==> config.mk <==
export PLATFORM = sky130hd
export DESIGN_NAME = dly_depth_sensor
export DESIGN_NICKNAME = d
export VERILOG_FILES = /design/src/rtl/dds_pkg.sv /design/src/rtl/dds_tap_capture.sv /design/src/rtl/dds_polarity_fix.sv /design/src/rtl/dds_first_gap.sv /design/src/rtl/dly_depth_sensor.sv
export SDC_FILE = /design/constraint.sdc
export NUM_CORES = 1
export LEC_CHECK = 0
export ABC_AREA = 1
export ABC_CLOCK_PERIOD_IN_PS = 2450
export BUFFER_PORTS_ARGS = -buffer_cell sky130_fd_sc_hd__buf_2
export CORE_MARGIN = 1
export CORE_UTILIZATION = 55
export CTS_BUF_LIST = sky130_fd_sc_hd__clkbuf_8
export DETAILED_ROUTE_END_ITERATION = 7
export GPL_TIMING_DRIVEN = 0
export PLACE_DENSITY = 0.92
export SLEW_MARGIN = 20
export SYNTH_ARGS = -nofsm -noshare
export SYNTH_HDL_FRONTEND = slang
export SYNTH_SLANG_ARGS = --single-unit
==> constraint.sdc <==
create_clock -name clk_i -period 2.45 [get_ports clk_i]
set_clock_uncertainty 0.05 [all_clocks]
set_input_delay 0.245 -clock clk_i [delete_from_list [all_inputs] [get_ports clk_i]]
set_output_delay 0.245 -clock clk_i [all_outputs]
set_load 0.1 [all_outputs]
==> src/rtl/dds_pkg.sv <==
package dds_pkg;

    // Controller states: flush the capture stage, fill it, then track.
    typedef enum logic [1:0] {
        S_FLUSH = 2'd0,
        S_FILL  = 2'd1,
        S_TRACK = 2'd2
    } sense_state_e;

    // Level that a stage shows once the launched edge has crossed it.
    function automatic logic switched_level(input int idx);
        return (idx % 2 == 0) ? 1'b1 : 1'b0;
    endfunction

endpackage

==> src/rtl/dds_tap_capture.sv <==
module dds_tap_capture #(
    parameter int NUM_STAGES = 128
) (
    input  logic                  clk_i,
    input  logic                  rst_i,
    input  logic [NUM_STAGES-1:0] taps_i,
    output logic [NUM_STAGES-1:0] snap_o
);

    always_ff @(posedge clk_i) begin
        if (rst_i) begin
            snap_o <= '0;
        end else begin
            snap_o <= taps_i;
        end
    end

endmodule

==> src/rtl/dds_polarity_fix.sv <==
module dds_polarity_fix #(
    parameter int NUM_STAGES = 128
) (
    input  logic [NUM_STAGES-1:0] raw_i,
    output logic [NUM_STAGES-1:0] therm_o
);
    import dds_pkg::*;

    // Every stage maps to 1 once crossed and to 0 before.
    for (genvar i = 0; i < NUM_STAGES; i++) begin : g_stage
        localparam logic FLIP = ~switched_level(i);
        assign therm_o[i] = raw_i[i] ^ FLIP;
    end

endmodule

==> src/rtl/dds_first_gap.sv <==
module dds_first_gap #(
    parameter int NUM_STAGES = 128,
    parameter int GRP        = 8,
    parameter int COUNT_W    = $clog2(NUM_STAGES + 1)
) (
    input  logic [NUM_STAGES-1:0] therm_i,
    output logic [COUNT_W-1:0]    gap_o
);
    localparam int NGRP  = (NUM_STAGES + GRP - 1) / GRP;
    localparam int PAD_W = NGRP * GRP;
    localparam int LW    = (GRP > 1) ? $clog2(GRP) : 1;

    // Padding bits read as unswitched, so a full chain lands on NUM_STAGES.
    logic [PAD_W-1:0]   padded;
    logic [NGRP-1:0]    grp_full;
    logic [NGRP*LW-1:0] grp_loc;

    assign padded = PAD_W'(therm_i);

    // Level one: first zero inside each group.
    for (genvar g = 0; g < NGRP; g++) begin : g_grp
        logic          full_g;
        logic [LW-1:0] loc_g;
        always_comb begin
            full_g = 1'b1;
            loc_g  = '0;
            for (int b = GRP - 1; b >= 0; b--) begin
                if (!padded[g*GRP + b]) begin
                    full_g = 1'b0;
                    loc_g  = LW'(b);
                end
            end
        end
        assign grp_full[g]          = full_g;
        assign grp_loc[g*LW +: LW]  = loc_g;
    end

    // Level two: the lowest group that is not full.
    always_comb begin
        gap_o = COUNT_W'(NUM_STAGES);
        for (int g = NGRP - 1; g >= 0; g--) begin
            if (!grp_full[g]) begin
                gap_o = COUNT_W'(g * GRP) + COUNT_W'(grp_loc[g*LW +: LW]);
            end
        end
    end

endmodule

==> src/rtl/dly_depth_sensor.sv <==
module dly_depth_sensor #(
    parameter int NUM_STAGES = 128,
    parameter int GRP        = 8,
    localparam int COUNT_W   = $clog2(NUM_STAGES + 1)
) (
    input  logic                  clk_i,
    input  logic                  rst_i,
    input  logic [NUM_STAGES-1:0] taps_i,
    output logic [COUNT_W-1:0]    depth_o,
    output logic                  depth_vld_o
);
    import dds_pkg::*;

    sense_state_e              state_q, state_d;
    logic [NUM_STAGES-1:0]     snap;
    logic [NUM_STAGES-1:0]     therm;
    logic [COUNT_W-1:0]        gap;

    dds_tap_capture #(.NUM_STAGES(NUM_STAGES)) u_capture (
        .clk_i  (clk_i),
        .rst_i  (rst_i),
        .taps_i (taps_i),
        .snap_o (snap)
    );

    dds_polarity_fix #(.NUM_STAGES(NUM_STAGES)) u_polarity (
        .raw_i   (snap),
        .therm_o (therm)
    );

    dds_first_gap #(.NUM_STAGES(NUM_STAGES), .GRP(GRP), .COUNT_W(COUNT_W)) u_gap (
        .therm_i (therm),
        .gap_o   (gap)
    );

    // State register
    always_ff @(posedge clk_i) begin
        if (rst_i) state_q <= S_FLUSH;
        else       state_q <= state_d;
    end

    always_comb begin
        state_d = state_q;
        unique case (state_q)
            S_FLUSH: state_d = S_FILL;
            S_FILL:  state_d = S_TRACK;
            S_TRACK: state_d = S_TRACK;
            default: state_d = S_FLUSH;
        endcase
    end

    // Output register
    always_ff @(posedge clk_i) begin
        if (rst_i) begin
            depth_o     <= '0;
            depth_vld_o <= 1'b0;
        end else begin
            unique case (state_q)
                S_FLUSH: begin
                    depth_o     <= '0;
                    depth_vld_o <= 1'b0;
                end
                S_FILL, S_TRACK: begin
                    depth_o     <= gap;
                    depth_vld_o <= 1'b1;
                end
                default: begin
                    depth_o     <= '0;
                    depth_vld_o <= 1'b0;
                end
            endcase
        end
    end

    AST_RST_CLEARS: assert property (@(posedge clk_i)
        rst_i |=> (depth_o == '0 && !depth_vld_o));

    AST_INVALID_ZERO: assert property (@(posedge clk_i) disable iff (rst_i)
        !depth_vld_o |-> depth_o == '0);

    AST_VLD_LATENCY: assert property (@(posedge clk_i) disable iff (rst_i)
        $rose(depth_vld_o) |-> $past(state_q) == S_FILL);

    AST_DEPTH_RANGE: assert property (@(posedge clk_i) disable iff (rst_i)
        depth_o <= COUNT_W'(NUM_STAGES));

    AST_GAP_UNSWITCHED: assert property (@(posedge clk_i) disable iff (rst_i)
        (gap < COUNT_W'(NUM_STAGES)) |-> !therm[gap]);

    AST_BELOW_GAP_SWITCHED: assert property (@(posedge clk_i) disable iff (rst_i)
        (gap != '0) |-> therm[gap - COUNT_W'(1)]);

    AST_VLD_HOLDS: assert property (@(posedge clk_i) disable iff (rst_i)
        depth_vld_o |=> depth_vld_o);

endmodule

==> impl_metrics.csv, run 1 <==
group,metric,value,unit
outcome,status,"finished, final reports clean",
floorplanning,start_util,57.3,%
placed_design,dp_hpwl,8880,um
sta,slew_viol_final,0,
placed_design,portBuffers,138,
synthesis,ys_types,32,
synthesis,synth.cell_area,5680,um^2
synthesis,syn_nets,948,
global_route,grt_max_degree,17,
global_route,grt_pass1_vias,6627,
global_route,use_met1,31.5,%
worst_hold_path,min-delay-path-class,"in -> reg",
flow_run,max_cap_viol_count,0,
setup_path,cp_data_required_time,2.78,ns
placed_design,placed_area,6540,um^2
floorplanning,die-area,10700,um^2
layout,area_growth,45.2,%
clock_tree,clk_pin_slew,0.08,ns
setup_path,slowest_stage,"nor4_1",
global_route,antenna_found_initial,4,
sta,slew_headroom,44.1,%
setup_path,cp-end-kind,"flop",
setup_path,critical_path_class,"reg -> reg",
synthesis,ys_seq_area_share,48.6,%
floorplanning,die_h,104,um
sta,worst_pin_slew,0.839,ns
synthesis,ys_ff_latch,138,
global_route,gr-usage-met3,7.74,%
clock_tree,htreeDepth,4,
sta,min_period,2.21,ns
clock_tree,ctsRootBufferMaster,"clkbuf_8",
routing,wl_per_cell,14.7,um
global_route,grt_pass1_wl,29100,um
setup_path,startpoint_type,"flop",
routing,vias_per_cell,4.89,
synthesis,ys.warnings.count,0,
clock_tree,clockBufferDepth,2,
layout,fin_area,8250,um^2
routing,vias,6128,
sta,finalHoldViolations,0,
setup_path,crit_fanout,4,
setup_path,cp.arrival,2.54,ns
global_route,grtUsageTotal,34.6,%
setup_path,crit_top_cell,"nand2_1",
routing,drc,0,
sta,finalSetupViolCount,0,
floorplanning,core,9910,um^2
placed_design,place.gp.congestion,0.800,
power,p_total,0.00503,W
routing,first_iter_violations,309,
routing,drt_first_pass_iters,5,
routing,ant_nets,0,
setup_path,crit_path_cell_trace,"inv_2 > nor2_1 > nand3_1 > nor2_2 > inv_1 > nor4_1 > nand2_1 > nand2_1 > nand2_1 > nand2_1 > nand2_1 > nand2_1 > nand2_1 > nand2_1",
power,power.density,610,nW/um^2
global_route,busiest_layer,"met2",
global_route,gr-usage-met2,66.3,%
routing,finalWirelength,18400,um
clock_tree,cts_buffers,17,
clock_tree,clock_sink_count,138,
sta,fin_crit_sh,90.2,%
layout,drive_gt1_share,18.3,%
floorplanning,num_rows,36,
clock_tree,clk_latency,0.43,ns
setup_path,worst-path-buf-inv,2,
synthesis,synthCells,817,
floorplanning,ios,139,
global_route,grt_overflow,0,
floorplanning,fp.dieW,104,um
power,p_leak,4.24,nW
layout,finalNetCount,1233,
clock_tree,cts_tree,"done",
sta,fmax,452,MHz
setup_path,critical_path.top_delay_family,"simple AND/OR/NAND/NOR gates",
power,ir_worst_vdd,0.476,mV
clock_tree,cts_resized,0,
setup_path,max_stage_delay,0.48,ns
synthesis,avgSynthCellArea,6.95,um^2
synthesized netlist by cell type, drive strengths merged:
cell type  count  share of area [%]
nor3          16                1.7
o31ai          2               0.26
a21boi         1               0.13
and3           1               0.11
nand4         12                1.5
nand3         32                2.8
a21oi         42                3.7
o21ai         32                2.8
clkbuf        14               0.93
o21bai         2               0.26
o2111ai        1               0.15
ha             1               0.22
nand2         95                6.4
a221oi         1               0.15
nor4           6               0.93
dfxtp        138                 49
o311ai         1               0.15
nor2         184                 13
a31oi          4               0.44
or2            1               0.11
inv          228                 15
o211ai         2               0.26
a41oi          1               0.15
layer usage:
layer	vias to the layer above	share of wire (%)
li1	3000	-
met1	2742	35
met2	270	53
met3	116	5.3
met4	0	6.9
met5	-	0
cell families after synthesis:
family	after synthesis	share of synthesized area, %
buf+inv	242	16.0
compound gates	89	8.50
simple gates	347	26.7
flops	138	48.6
fa+ha+maj	1	0.220
flip-flops by register name, summed over array words and instances (netlist names):
register          flops
depth_o               8
state_q               1
depth_vld_o           1
u_capture.snap_o    128
cells in the final DEF, fill, tap and decap left out, drive strengths merged:
cell type | Yosys | layout
nor2 | 184 | 184
and3 | 1 | 1
a21oi | 42 | 42
clkinvlp | 0 | 2
inv | 228 | 231
clkbuf | 14 | 32
o21bai | 2 | 2
nand2 | 95 | 95
bufinv | 0 | 3
ha | 1 | 1
diode | 0 | 4
clkinv | 0 | 6
nor4 | 6 | 6
o21ai | 32 | 32
o211ai | 2 | 2
or2 | 1 | 1
o311ai | 1 | 1
nand3 | 32 | 32
a31oi | 4 | 4
o2111ai | 1 | 1
nand4 | 12 | 12
a21boi | 1 | 1
dfxtp | 138 | 138
buf | 0 | 138
nor3 | 16 | 16
a41oi | 1 | 1
dlygate4sd3 | 0 | 128
a221oi | 1 | 1
o31ai | 2 | 2
worst reg2reg max path, stage by stage, from the launching register on:
cell	delay, ns
dfxtp_1	0.36
inv_2	0.04
nor2_1	0.19
nand3_1	0.18
nor2_2	0.21
inv_1	0.10
nor4_1	0.48
nand2_1	0.14
nand2_1	0.08
nand2_1	0.05
nand2_1	0.06
nand2_1	0.06
nand2_1	0.06
nand2_1	0.05
nand2_1	0.04
per-stage QoR:
step / setup slack [ns] / TNS, ns / std cells / hold slack (ns) / util [%]
after global placement: 0.437 / 0 / 1088 / 0.396 / 66.0
after CTS: 0.402 / 0 / 1248 / 0.0374 / 83.1
after detailed placement: 0.436 / 0 / 1088 / 0.402 / 66.0
final: 0.239 / 0 / 1252 / 0.0434 / 83.2
after global routing: -0.0473 / -0.0473 / 1252 / 0.0383 / 83.2
after floorplan: 0.225 / 0 / 817 / 0.302 / -
final timing paths:
path	start	to	slack, ns	cells after the start
hold / removal	rst_i	depth_vld_o$_SDFF_PP0_	0.04	2
hold reg to reg	u_capture.snap_o[0]$_SDFF_PP0_	depth_o[2]$_SDFF_PP0_	0.47	2
setup reg to reg	u_capture.snap_o[38]$_SDFF_PP0_	depth_o[0]$_SDFF_PP0_	0.24	14
setup / recovery	u_capture.snap_o[38]$_SDFF_PP0_	depth_o[0]$_SDFF_PP0_	0.24	14
layout make-up:
type,count,area (um^2)
sequential,138,2760
timing repair buffer,266,1970
multi-input combinational,437,2010
fill,546,1660
inverter,228,856
clock inverter,14,169
tap,133,166
clock buffer,18,248
buffer,14,52.6
antenna,4,10.0
power breakdown:
group | switching (W) | internal [W]
logic | 0.000335 | 0.000316
clock network | 0.000903 | 0.00104
registers | 0.0000757 | 0.00236
total | 0.00131 | 0.00372
repair_timing:
item	in CTS	in global routing
setup buffers	0	0
hold endpoints to repair	128	0
hold buffers	128	0
Power figures use the tool's default switching activity.
==> run 2, diff against run 1 <==
--- a/config.mk
+++ b/config.mk
@@ -13,8 +13,9 @@
 export CTS_BUF_LIST = sky130_fd_sc_hd__clkbuf_8
 export DETAILED_ROUTE_END_ITERATION = 7
 export GPL_TIMING_DRIVEN = 0
-export PLACE_DENSITY = 0.92
+export PLACE_DENSITY = 0.9
 export SLEW_MARGIN = 20
 export SYNTH_ARGS = -nofsm -noshare
 export SYNTH_HDL_FRONTEND = slang
+export SYNTH_HIERARCHICAL = 1
 export SYNTH_SLANG_ARGS = --single-unit
==> impl_metrics.csv, run 2 <==
group,metric,value,unit
floorplanning,start_util,56.6,%
placed_design,dp_hpwl,9530,um
global_route,grtUsageTotal,31.7,%
synthesis,ys_seq_area_share,42.8,%
floorplanning,die-area,12200,um^2
setup_path,slowest_stage,"dfxtp_1",
synthesis,yosysMostFrequentCell,"inv_1",
routing,vias,6520,
flow_run,max_cap_viol_count,0,
floorplanning,num_rows,39,
power,p_leak,4.88,nW
sta,worst_pin_slew,0.520,ns
sta,fin_crit_sh,92.3,%
routing,finalWirelength,18600,um
routing,drc,0,
sta,finalHoldViolations,0,
placed_design,portBuffers,138,
synthesis,synthCells,925,
synthesis,yosys-top-cells-area,"dfxtp_1 43%, inv_1 16%, nor2_1 9.6%, buf_4 7.6%, nand2_1 4.4%",
sta,slew_viol_final,0,
worst_hold_path,hold_path_depth,4,
synthesis,synth_compound_area_share,7.18,%
clock_tree,clock_sink_count,138,
setup_path,r2r_slack,0.19,ns
floorplanning,fp.dieW,110,um
sta,fmax,442,MHz
synthesis,ys.flop_type,"dfxtp_1",
setup_path,cp_data_required_time,2.79,ns
synthesis,synth_top_area_cell,"dfxtp_1",
outcome,status,"finished, final reports clean",
clock_tree,ctsRootBufferMaster,"clkbuf_8",
synthesis,synth_xor_xnor_area_share,0,%
layout,fillerInstances,685,
floorplanning,core,11400,um^2
clock_tree,clk_pin_slew,0.08,ns
synthesis,synth_top_area_share,42.8,%
clock_tree,cts_buffers,17,
layout,area_growth,40.8,%
setup_path,crit_fanout,4,
synthesis,ys_types,33,
power,power.density,579,nW/um^2
setup_path,cp.arrival,2.60,ns
synthesis,ys.warnings.count,6,
synthesis,synth.top_cells.by_count,"282 x inv_1, 165 x nor2_1, 138 x dfxtp_1, 75 x nand2_1, 65 x buf_4",
setup_path,crit_path_cell_trace,"buf_4 > nand2_1 > inv_1 > nand3_2 > nor2_4 > nand2_1 > inv_1 > nand2_1 > nand3_1 > nand2_1 > nand2_1 > o21ai_1 > nand3_1 > nand2_1 > nand2_1 > nand2_1 > nand3_1 > nand2_1 > o211ai_2 > nand2_1 > nand2_1 > inv_1 > nor2_2",
routing,vias_per_cell,4.77,
global_route,grt_pass1_vias,6677,
setup_path,worstRegToRegCells,23,
layout,top_register,"u_capture/snap_o",
synthesis,yosys.area_share.simple,23.4,%
synthesis,async_flop_share,0,%
synthesis,synthMuxAreaShare,0,%
floorplanning,die_h,110,um
setup_path,critical_path_class,"reg -> reg",
layout,largestRegisters,"u_capture/snap_o: 128 flops, depth_o: 8 flops",
layout,ff_latch_area,2760,um^2
synthesis,synth_edf_count,0,
synthesis,avgSynthCellArea,6.99,um^2
layout,mostFrequentLayoutCell,"inv_1",
placed_design,dp_slack,0.203,ns
synthesis,synth.cell_area,6460,um^2
worst_hold_path,min-delay-path-class,"in -> reg",
sta,setup_ws,0.190,ns
synthesis,synth_top_family_by_area,"buffers and inverters",
routing,first_iter_violations,540,
routing,wl_per_cell,13.6,um
layout,final_cell_mix,"284 x inv_1, 162 x nor2_1, 138 x buf_2, 137 x dfxtp_1, 129 x dlygate4sd3_1",
synthesis,synth_fa_ha_area_share,0.194,%
layout,final_cells,1366,
sta,finalSetupViolCount,0,
clock_tree,clockBufferDepth,2,
clock_tree,cts_tree,"done",
setup_path,max_stage_delay,0.31,ns
sta,min_period,2.26,ns
clock_tree,htreeDepth,4,
setup_path,startpoint_type,"flop",
global_route,grt_overflow,0,
sta,tns,0,ns
global_route,grt_pass1_wl,28800,um
placed_design,place.gp.congestion,0.797,
routing,ant_nets,0,
placed_design,placed_cells,1206,
clock_tree,clk_latency,0.46,ns
setup_path,cp-end-kind,"flop",
floorplanning,ios,139,
global_route,grt_max_degree,17,
layout,finalNetCount,1342,
setup_path,crit_top_cell,"nand2_1",
routing,drt_first_pass_iters,7,
power,ir_worst_vdd,0.481,mV
layout,largest_register_ffs,128,
sta,slew_headroom,65.6,%
synthesis,ys_ff_latch,138,
layout,multi_input_area,2030,um^2
global_route,antenna_found_initial,0,
layout,drive_gt1_share,22.2,%
layout,diodes,0,
synthesis,syn_nets,1056,
==> run 2: changes by cell type after synthesis, sizes merged, moves of 15 or more <==
| cell | change |
|---|---|
| a21oi | -21 |
| nand2 | -18 |
| buf | +78 |
| nor2 | -15 |
| inv | +58 |
| nand4 | +18 |
| nand3 | +17 |
==> run 2: repair_timing <==
item                                    4_1_cts  5_1_grt
buffers inserted                              0        0
endpoints found under the setup margin        0        3
hold buffers                                129        0
hold endpoints to repair                    129        0
resized for setup                             0       13
==> run 2: path summary, 6_finish.rpt <==
kind                                 endpoint                       startpoint
max                     depth_o[1]$_SDFF_PP0_  u_capture/snap_o[98]$_SDFF_PP0_
min          u_capture/snap_o[108]$_SDFF_PP0_                      taps_i[108]
max reg2reg             depth_o[1]$_SDFF_PP0_  u_capture/snap_o[98]$_SDFF_PP0_
min reg2reg             state_q[0]$_SDFF_PP0_            state_q[0]$_SDFF_PP0_
==> run 2: cell type report <==
class / instances / area share, %
timing repair buffer: 267 / 21.8
inverter: 286 / 11.8
tap: 143 / 1.97
sequential: 138 / 30.4
clock buffer: 21 / 3.18
multi-input combinational: 423 / 22.3
buffer: 78 / 6.97
clock inverter: 10 / 1.64
==> run 2: power by group <==
group          leakage, nW  switching (W)  internal (W)  total [W]
logic                 3.50       0.000394      0.000406   0.000800
clock network        0.231       0.000866       0.00120    0.00206
registers             1.15      0.0000365       0.00236    0.00240
==> run 2: critical path, delay by kind of cell, from the launching register on <==
kind                   cells  cell delay, ns
AND/OR/NAND/NOR           17            1.37
buffers and inverters      4            0.33
AO/OA/AOI/OAI              2            0.14
flip-flops                 1            0.31
==> run 2: per-layer routing <==
layer  wire [um]  global-route usage (%)  part of all wire (%)  vias to the layer above
li1            -                       -                     -                     3227
met1        6740                    30.3                    36                     2965
met2       10200                    59.6                    55                      247
met3         838                    7.82                   4.5                       81
met4         799                    20.9                   4.3                        0
met5           0                       0                     0                        -
==> run 2: cells by family (layout without fill, tap and decap cells) <==
logic type                 count (synthesis)  after routing
AOI/OAI and AO/OA                         80             80
adders and majority gates                  1              1
buffers and inverters                    364            662
DFF                                      138            138
and+or+nand+nor                          342            342
==> run 2: metrics by stage <==
stage / util, % / area [um^2] / hold WS (ns) / total power, W
2_1_floorplan: - / 6460 / 0.266 / 0.00285
3_3_place_gp: 64.2 / 7330 / 0.398 / 0.00301
3_5_place_dp: 64.2 / 7330 / 0.400 / 0.00303
4_1_cts: 79.3 / 9060 / 0.438 / 0.00519
5_1_grt: 79.7 / 9100 / 0.483 / 0.00547
6_report: 79.7 / 9100 / 0.470 / 0.00526
==> run 3, diff against run 2 <==
--- a/config.mk
+++ b/config.mk
@@ -5,7 +5,6 @@
 export SDC_FILE = /design/constraint.sdc
 export NUM_CORES = 1
 export LEC_CHECK = 0
-export ABC_AREA = 1
 export ABC_CLOCK_PERIOD_IN_PS = 2450
 export BUFFER_PORTS_ARGS = -buffer_cell sky130_fd_sc_hd__buf_2
 export CORE_MARGIN = 1
@@ -13,7 +12,8 @@
 export CTS_BUF_LIST = sky130_fd_sc_hd__clkbuf_8
 export DETAILED_ROUTE_END_ITERATION = 7
 export GPL_TIMING_DRIVEN = 0
-export PLACE_DENSITY = 0.9
+export PLACE_DENSITY = 0.91
+export REMOVE_ABC_BUFFERS = 1
 export SLEW_MARGIN = 20
 export SYNTH_ARGS = -nofsm -noshare
 export SYNTH_HDL_FRONTEND = slang
==> impl_metrics.csv, run 3 <==
group,metric,value,unit
sta,finalSetupViolCount,0,
global_route,grt_max_degree,103,
synthesis,avgSynthCellArea,8.59,um^2
layout,mostFrequentLayoutCell,"dfxtp_1",
routing,drt_first_pass_iters,5,
placed_design,place.gp.congestion,0.844,
synthesis,yosysMostFrequentCell,"dfxtp_1",
setup_path,cp_data_required_time,2.74,ns
layout,top_register,"u_capture/snap_o",
layout,fin_area,7990,um^2
synthesis,synth_top_area_cell,"dfxtp_1",
synthesis,yosys-top-cells-area,"dfxtp_1 46%, nor2b_1 14%, buf_4 9.2%, inv_1 6.1%, o21ai_0 3.1%",
layout,multi_input_area,2330,um^2
layout,ff_latch_area,2760,um^2
sta,min_period,2.24,ns
power,pwr-share-clk,39.5,%
power,p_leak,3.49,nW
sta,slew_viol_final,0,
sta,slew_headroom,65.9,%
layout,largestRegisters,"u_capture/snap_o: 128 flops, depth_o: 8 flops",
synthesis,ys.warnings.count,6,
placed_design,portBuffers,138,
layout,drive_gt1_share,19.7,%
clock_tree,clockBufferDepth,2,
routing,wl_per_cell,15.3,um
power,ir_worst_vdd,0.467,mV
power,pwr-share-seq,48.5,%
global_route,antenna_found_initial,0,
worst_hold_path,hold_start,"taps_i[74]",
global_route,grt_pass1_vias,5519,
floorplanning,num_rows,37,
setup_path,slowest_stage,"a221oi_1",
floorplanning,die_h,107,um
setup_path,cp.arrival,2.52,ns
synthesis,synth_top_area_share,45.7,%
layout,fillerInstances,675,
clock_tree,clk_latency,0.45,ns
clock_tree,clock_sink_count,138,
routing,finalWirelength,16100,um
clock_tree,clk_pin_slew,0.08,ns
synthesis,ys_ff_latch,138,
layout,diodes,0,
power,comb_power_share,12.0,%
floorplanning,start_util,57.5,%
routing,vias_per_cell,5.08,
clock_tree,ctsRootBufferMaster,"clkbuf_8",
setup_path,crit_fanout,4,
synthesis,synth_xor_xnor_area_share,0,%
synthesis,synthCells,704,
routing,first_iter_violations,269,
layout,final_cell_mix,"138 x dfxtp_1, 137 x buf_2, 133 x nor2b_1, 120 x dlygate4sd3_1, 99 x inv_1",
clock_tree,htreeDepth,4,
global_route,grtUsageTotal,29.2,%
setup_path,startpoint_type,"flop",
layout,largest_register_ffs,128,
sta,fin_crit_sh,91.3,%
floorplanning,core,10500,um^2
synthesis,async_flop_share,0,%
flow_run,max_cap_viol_count,0,
setup_path,cp-end-kind,"flop",
sta,worst_pin_slew,0.514,ns
worst_hold_path,min-delay-path-class,"in -> reg",
synthesis,synth_compound_area_share,11.2,%
synthesis,yosys.area_share.simple,27.2,%
synthesis,ys.flop_type,"dfxtp_1",
setup_path,critical_path_class,"reg -> reg",
routing,vias,5346,
sta,rsz0062_at_grt,"false",
outcome,status,"finished, final reports clean",
global_route,grt_overflow,0,
power,power.switching,0.00124,W
clock_tree,cts_tree,"done",
clock_tree,cts_buffers,17,
floorplanning,fp.dieW,107,um
synthesis,synth_edf_count,0,
synthesis,synth_top_family_by_area,"simple AND/OR/NAND/NOR gates",
floorplanning,ios,139,
synthesis,synth.top_cells.by_count,"138 x dfxtp_1, 133 x nor2b_1, 98 x inv_1, 74 x buf_4, 49 x nand2_1",
power,power.density,626,nW/um^2
setup_path,critPathLaunch,"u_capture/snap_o[93]$_SDFF_PP0_",
synthesis,synth_fa_ha_area_share,0.207,%
power,switching_share,24.9,%
routing,drc,0,
clock_tree,postCtsSetupRepairBufs,0,
setup_path,r2r-start,"u_capture/snap_o[93]$_SDFF_PP0_",
power,internal-power,0.00375,W
layout,finalNetCount,1035,
sta,fmax,447,MHz
global_route,grt_pass1_wl,25200,um
setup_path,max_stage_delay,0.39,ns
sta,tns,0,ns
routing,ant_nets,0,
floorplanning,die-area,11400,um^2
synthesis,ys_seq_area_share,45.7,%
synthesis,ys_types,42,
sta,finalHoldViolations,0,
setup_path,crit_path_cell_trace,"inv_1 > nand4_1 > nor2_1 > o21ai_0 > a221oi_1 > o21ai_1 > a21oi_1 > o41ai_2 > and3b_1",
layout,area_growth,32.1,%
placed_design,dp_hpwl,8550,um
synthesis,synthMuxAreaShare,0,%
synthesis,synth.cell_area,6050,um^2
placed_design,placed_area,6360,um^2
## run 3: cell count changes after synthesis, moves of 6 or more
cell	change
inv_1	-184
nor2_1	-147
nor2b_1	+133
nand3_1	-33
nand2_1	-26
a31oi_1	+15
buf_6	-12
buf_4	+9
and3b_1	+8
nand2b_1	+7
and4_1	+6
## run 3: area by class of cell
class                   instances  share of cell area (%)
flip-flops and latches        138                    34.6
repair buffers                259                    24.1
multi-input cells             390                    29.2
clock inverters                13                    2.08
well taps                     136                    2.13
inverters                      98                    4.61
clock buffers                  19                    3.27
## run 3: per-stage QoR
stage	hold slack [ns]	utilization, %	setup WS [ns]	total power [W]	cells
3_5_place_dp	0.407	60.5	0.329	0.00289	901
6_report	0.0149	76.0	0.214	0.00500	1053
4_1_cts	0.00218	76.0	0.284	0.00498	1053
3_3_place_gp	0.404	60.2	0.147	0.00288	900
5_1_grt	0.0121	76.0	0.0533	0.00520	1053
2_1_floorplan	0.267	-	0.696	0.00270	626
## run 3: power groups by stage
stage                     combinational, W  clock (W)  sequential (W)
after detailed placement          0.000420          0         0.00247
after CTS                         0.000571    0.00199         0.00242
after floorplan                   0.000204          0         0.00249
after global routing              0.000654    0.00210         0.00244
final                             0.000600    0.00197         0.00242
after global placement            0.000408          0         0.00247
## run 3: path summary, 6_finish.rpt
kind / slack (ns) / end / depth (start not counted)
worst min-delay path: 0.01 / u_capture/snap_o[74]$_SDFF_PP0_ / 2
worst max register to register: 0.21 / depth_o[1]$_SDFF_PP0_ / 9
worst min register to register: 0.56 / state_q[0]$_SDFF_PP0_ / 3
worst max-delay path: 0.21 / depth_o[1]$_SDFF_PP0_ / 9
## run 3: critical path: cells and delay by family (launching register included)
family	cells	cell delay, ns
AO/OA/AOI/OAI	5	1.04
buffers and inverters	1	0.08
flip-flops	1	0.30
AND/OR/NAND/NOR	3	0.64
## run 3: cells by family after synthesis
group	after synthesis
adder cells (fa/ha/maj)	1
AO/OA/AOI/OAI	108
buffers and inverters	176
flip-flops	138
AND/OR/NAND/NOR	281
## run 3: timing repair
action	in CTS	in global routing
endpoints found under the hold margin	120	0
gates resized for setup	0	0
hold buffers	120	0
## run 3: metal layers
metal | vias up | wire length, um | GRT usage (%)
li1 | 2626 | - | -
met1 | 2424 | 5980 | 28.3
met2 | 229 | 8360 | 54.3
met3 | 67 | 951 | 7.96
met4 | 0 | 783 | 18.2
met5 | - | 0 | 0
